File: src/rtl/keyreg_pkg.sv
package keyreg_pkg;
  localparam int NLANES = 8;
  localparam int MAXLEN = 8;

  function automatic int lane_len(input logic [4*NLANES-1:0] lens, input int idx);
    return int'(lens[4*idx +: 4]);
  endfunction
endpackage

File: src/rtl/keyreg_decode.sv
module keyreg_decode #(
  parameter int NHI = 4,
  parameter int NLO = 3
) (
  input  logic           clk,
  input  logic           rst,
  input  logic [NHI-1:0] cs_act_hi,
  input  logic [NLO-1:0] cs_act_lo_n,
  input  logic           bus_phase,
  input  logic           rd_not_wr,
  output logic           wr_en,
  output logic           rd_en
);
  logic sel;

  assign sel   = (&cs_act_hi) & ~(|cs_act_lo_n);
  assign wr_en = sel & bus_phase & ~rd_not_wr;
  assign rd_en = sel & bus_phase & rd_not_wr;

  // a single cycle cannot be both a read and a write
  p_rw_exclusive_r3: assert property (@(posedge clk) disable iff (rst)
    !(wr_en && rd_en));
  // any select line off means no access at all
  p_desel_quiet_r1: assert property (@(posedge clk) disable iff (rst)
    (!(&cs_act_hi) || (|cs_act_lo_n)) |-> !(wr_en || rd_en));
endmodule

File: src/rtl/keyreg_trig.sv
module keyreg_trig #(
  parameter int W = 8
) (
  input  logic         clk,
  input  logic         rst,
  input  logic         wr_en,
  input  logic [W-1:0] wdata,
  output logic [W-1:0] dreg,
  output logic         shift_en
);
  logic d0_prev;

  always_ff @(posedge clk) begin
    if (rst) begin
      dreg    <= '1;
      d0_prev <= 1'b1;
    end else begin
      d0_prev <= dreg[0];
      if (wr_en) dreg <= wdata;
    end
  end

  assign shift_en = dreg[0] & ~d0_prev;

  // data register holds unless a write is accepted
  p_hold_no_write_r9: assert property (@(posedge clk) disable iff (rst)
    !wr_en |=> $stable(dreg));
  // one shift pulse per rising edge of bit 0
  p_single_pulse_r5: assert property (@(posedge clk) disable iff (rst)
    shift_en |=> !shift_en);
  // a shift pulse always follows an accepted write
  p_pulse_after_write_r5: assert property (@(posedge clk) disable iff (rst)
    shift_en |-> $past(wr_en));
endmodule

File: src/rtl/keyreg_lane.sv
module keyreg_lane #(
  parameter int   LEN = 4,
  parameter logic INV = 1'b0
) (
  input  logic clk,
  input  logic rst,
  input  logic shift_en,
  input  logic din,
  output logic q
);
  logic [LEN-1:0] cells;

  generate
    if (LEN == 1) begin : g_one
      always_ff @(posedge clk) begin
        if (rst)           cells <= '0;
        else if (shift_en) cells <= din;
      end
    end else begin : g_many
      always_ff @(posedge clk) begin
        if (rst)           cells <= '0;
        else if (shift_en) cells <= {cells[LEN-2:0], din};
      end
    end
  endgenerate

  assign q = cells[LEN-1] ^ INV;

  // cells hold when there is no shift
  p_hold_no_shift_r10: assert property (@(posedge clk) disable iff (rst)
    !shift_en |=> $stable(cells));
  // the value presented at the shift edge lands in the first cell
  p_entry_cell_r6: assert property (@(posedge clk) disable iff (rst)
    shift_en |=> cells[0] == $past(din));
endmodule

File: src/rtl/keyreg_top.sv
module keyreg_top
  import keyreg_pkg::*;
#(
  parameter logic [4*NLANES-1:0] LANE_LEN = 32'h1647_2853,
  parameter logic [NLANES-1:0]   OUT_INV  = 8'hA5
) (
  input  logic              clk,
  input  logic              rst,
  input  logic [3:0]        cs_act_hi,
  input  logic [2:0]        cs_act_lo_n,
  input  logic              bus_phase,
  input  logic              rd_not_wr,
  input  logic [NLANES-1:0] wdata,
  output logic [NLANES-1:0] rdata,
  output logic              rdata_oe
);
  logic              wr_en, rd_en, shift_en;
  logic [NLANES-1:0] dreg, rval, fb;

  keyreg_decode #(.NHI(4), .NLO(3)) u_dec (
    .clk(clk), .rst(rst), .cs_act_hi(cs_act_hi), .cs_act_lo_n(cs_act_lo_n),
    .bus_phase(bus_phase), .rd_not_wr(rd_not_wr),
    .wr_en(wr_en), .rd_en(rd_en)
  );

  keyreg_trig #(.W(NLANES)) u_trig (
    .clk(clk), .rst(rst), .wr_en(wr_en), .wdata(wdata),
    .dreg(dreg), .shift_en(shift_en)
  );

  assign fb = dreg ^ rval;

  for (genvar i = 0; i < NLANES; i++) begin : g_lane
    keyreg_lane #(.LEN(lane_len(LANE_LEN, i)), .INV(OUT_INV[i])) u_lane (
      .clk(clk), .rst(rst), .shift_en(shift_en), .din(fb[i]), .q(rval[i])
    );
  end

  assign rdata_oe = rd_en;
  assign rdata    = rd_en ? rval : '0;

  // a read cycle never disturbs the read value
  p_read_no_change_r9: assert property (@(posedge clk) disable iff (rst)
    (rd_en && !shift_en) |=> $stable(rval));
  // bus released whenever not reading
  p_bus_quiet_r3: assert property (@(posedge clk) disable iff (rst)
    !rdata_oe |-> rdata == '0);
endmodule

File: config.mk
export PLATFORM = sky130hd
export DESIGN_NAME = keyreg_top
export DESIGN_NICKNAME = d
export VERILOG_FILES = /design/src/rtl/keyreg_pkg.sv /design/src/rtl/keyreg_decode.sv /design/src/rtl/keyreg_trig.sv /design/src/rtl/keyreg_lane.sv /design/src/rtl/keyreg_top.sv
export SDC_FILE = /design/constraint.sdc
export NUM_CORES = 1
export LEC_CHECK = 0
export CAP_MARGIN = 5
export CORE_MARGIN = 2
export CORE_UTILIZATION = 45
export DETAILED_ROUTE_END_ITERATION = 12
export PLACE_DENSITY = 0.69
export SLEW_MARGIN = 10
export SYNTH_ARGS = -nofsm -noshare
export SYNTH_HDL_FRONTEND = slang
export SYNTH_SLANG_ARGS = --single-unit
File: constraint.sdc
create_clock -name clk -period 2.5 [get_ports clk]
set_clock_uncertainty 0.2 [all_clocks]
set_input_delay 0.75 -clock clk [delete_from_list [all_inputs] [get_ports clk]]
set_output_delay 0.75 -clock clk [all_outputs]
set_load 0.02 [all_outputs]
==> metrics <==
final setup vio count=8; fin cells=289; Hold Path End=g_lane[6].u_lane.cells[4]; Hold Crit Class=flop to flop; path depth of the worst reg2reg path=4; Final Cycle Share=103%; Most used DFF post-synth=dfxtp_1; final core occ=58.3%; root buf cell=clkbuf_8; Seq/Total Area, Yosys=50.6%; largest incremental delay on the critical path=0.33 ns; crit end category=output pin; Post-synth ARST share=0%; Setup Crit Path Kind=primary input to output pin; Post-DP HPWL=2180 um; cell mode on critical path=buf_6; delay-heaviest family, CP=simple AND/OR/NAND/NOR gates; Gate Count Post-Synth=215; I/O Buffers=27; RSZ-0062 raised after global routing=true; max-slew violations=0; average cell area after synthesis=8.28 um^2; share of the synthesized area in the top cell type=50.6%; Die H=66.9 um; layout cell share with drive strength beyond 1=16.6%; placed insts=281; top area cells in the synthesized netlist=dfxtp_1 (51%), nand2_1 (15%), a21oi_1 (9.0%), a41oi_1 (3.4%), o31ai_1 (3.0%); Synth Register Bits=45; CTS tree=yes; Initial DRT Pass Iterations=5; number of flops mapped to enable cells by yosys=0; CTS clk-pin slew, worst paths=0.08 ns; actual slew at the worst max-slew pin=0.407 ns; worst-path cell chain=buf_6 -> and4bb_2 -> nand3_4 -> inv_4 -> and2_4 -> buf_6; core box area=3740 um^2; reg2reg start=u_trig.d0_prev; gr usage total=18.0%; Initial Util=47.5%; H-tree lvl count=2; Inserted Clock Buffers=5; initial antenna violation count=0; total power=1.34 mW; final wirelength=3390 um; count leader, synth=nand2_1; grt total ovfl=0; area grow syn2layout=22.7%; post-synth cell types=26; Via Count=1470; top post-synthesis cells by count=nand2_1 (69), dfxtp_1 (45), a21oi_1 (32); # DRC=0; slew margin rel.=72.7%; Max VDD drop=0.000336 V; DIE AREA=4470 um^2; pwr/cell area=614 nW/um^2; Rows=22; Antenna Violating Nets Remaining=0; Critical Path Source Type=primary input; vias in the first global route=1271; Netlist Area Pre-Place=1780 um^2; Routed wire per std cell=11.7 um; RD Place Congestion=0.831; Worst Path Max Fanout=5; final hold vios=0; Worst Min Path Start=g_lane[6].u_lane.cells[3]; Tmin final=2.57 ns; nets=259; CP arrival=1.62 ns; clk buf depth=2; via/cell ratio=5.09; worst skew pair latency=0.29 ns; Max Cap Viol=0; I/O pins=28; outcome=complete, but fails checks; worst setup path start=cs_act_lo_n[1]; failing checks=setup timing; largest net degree at the start of global routing=40; Leak Pwr=0.764 nW; syn nets=234; Ys Warns=0; Buf/Inv on CP=3; flop-to-flop setup slack=1.10 ns; area leader, netlist=dfxtp_1; Horiz. Die Dim=66.9 um; Worst Path Required=1.55 ns; global-route wire length before repair=5900 um; number of diodes=0; initial DRC count=117; final worst slack=-0.0730 ns; clock sinks=45; Post-Place Setup Slack=-0.927 ns; R2R Path End=g_lane[7].u_lane.cells; f_max=389 MHz; cell count of the worst hold path=2; crit path max-delay cell type=and4bb_2
[placed cells by master (no fill, tap or decap), types with 2 or more instances in the layout]
master and count:
buf_4 11, dfxtp_1 45, clkdlybuf4s50_1 9, a211oi_1 4, nand2_1 69, a21oi_1 32, o31ai_1 7, xnor2_1 6
buf_6 6, clkbuf_8 6, nor2_1 10, buf_2 7, a41oi_1 7, a31oi_1 2, and2_4 4
[stage by stage]
| step | setup TNS, ns | hold WS (ns) | area (um^2) |
|---|---|---|---|
| 4_1_cts | -0.444 | 0.252 | 2180 |
| 3_5_place_dp | -7.92 | 0.243 | 2100 |
| 2_1_floorplan | -0.00529 | 0.232 | 1790 |
| 6_report | -0.383 | 0.249 | 2180 |
| 5_1_grt | -0.813 | 0.275 | 2180 |
| 3_3_place_gp | -7.66 | 0.238 | 2100 |
[power breakdown]
group | total [mW] | switching [mW] | internal [mW] | leakage [nW]
combinational | 0.0613 | 0.0293 | 0.0321 | 0.343
clock | 0.563 | 0.237 | 0.326 | 0.0585
sequential | 0.716 | 0.000209 | 0.716 | 0.363
total | 1.34 | 0.267 | 1.07 | 0.764
[routing by layer]
metal | part of all wire [%] | global-route usage, % | up-vias | wire [um]
met5 | 0 | 0 | - | 0
met4 | 2.3 | 9.18 | 0 | 78
met3 | 5.2 | 5.57 | 7 | 177
met2 | 41 | 24.9 | 40 | 1380
met1 | 52 | 24.9 | 653 | 1750
li1 | - | - | 770 | -
[repair_timing]
item                                    4_1_cts  5_1_grt
pin swaps                                     3        0
hold buffers                                  0        0
gates resized for setup                      80        0
endpoints found under the setup margin        9        9
buffers inserted                              0        0
[sequential cells by signal, indices dropped and copies added (netlist names)]
register and count:
g_lane.u_lane.cells 36, u_trig.dreg 8, u_trig.d0_prev 1
[layout make-up]
class | instances | area [um^2]
sequential | 45 | 901
multi-input combinational | 151 | 792
clock inverter | 1 | 30.0
timing repair buffer | 35 | 304
inverter | 2 | 10.0
fill | 372 | 1560
tap | 48 | 60.1
clock buffer | 7 | 86.3
[how the worst max path moves through the flow]
stage / end / slack [ns] / cells after the start
after floorplan: rdata[4] / -0.003 / 5
after global placement: rdata[1] / -0.90 / 6
after detailed placement: rdata[1] / -0.93 / 6
after CTS: rdata[1] / -0.08 / 6
after global routing: rdata[1] / -0.12 / 6
final: rdata[1] / -0.07 / 6
[logic make-up after synthesis]
logic type	count (synthesis)	synth area share [%]
and+or+nand+nor	92	22.9
AOI/OAI and AO/OA	53	18.1
DFF	45	50.6
buffers and inverters	19	5.41
xor gates and xnor gates	6	2.95
[worst min-delay path: cells and delay by family, from the launching register on]
family / cells / cell delay [ns]
flops: 1 / 0.32
compound gates: 1 / 0.05
simple gates: 1 / 0.05
Power figures use the tool's default switching activity.
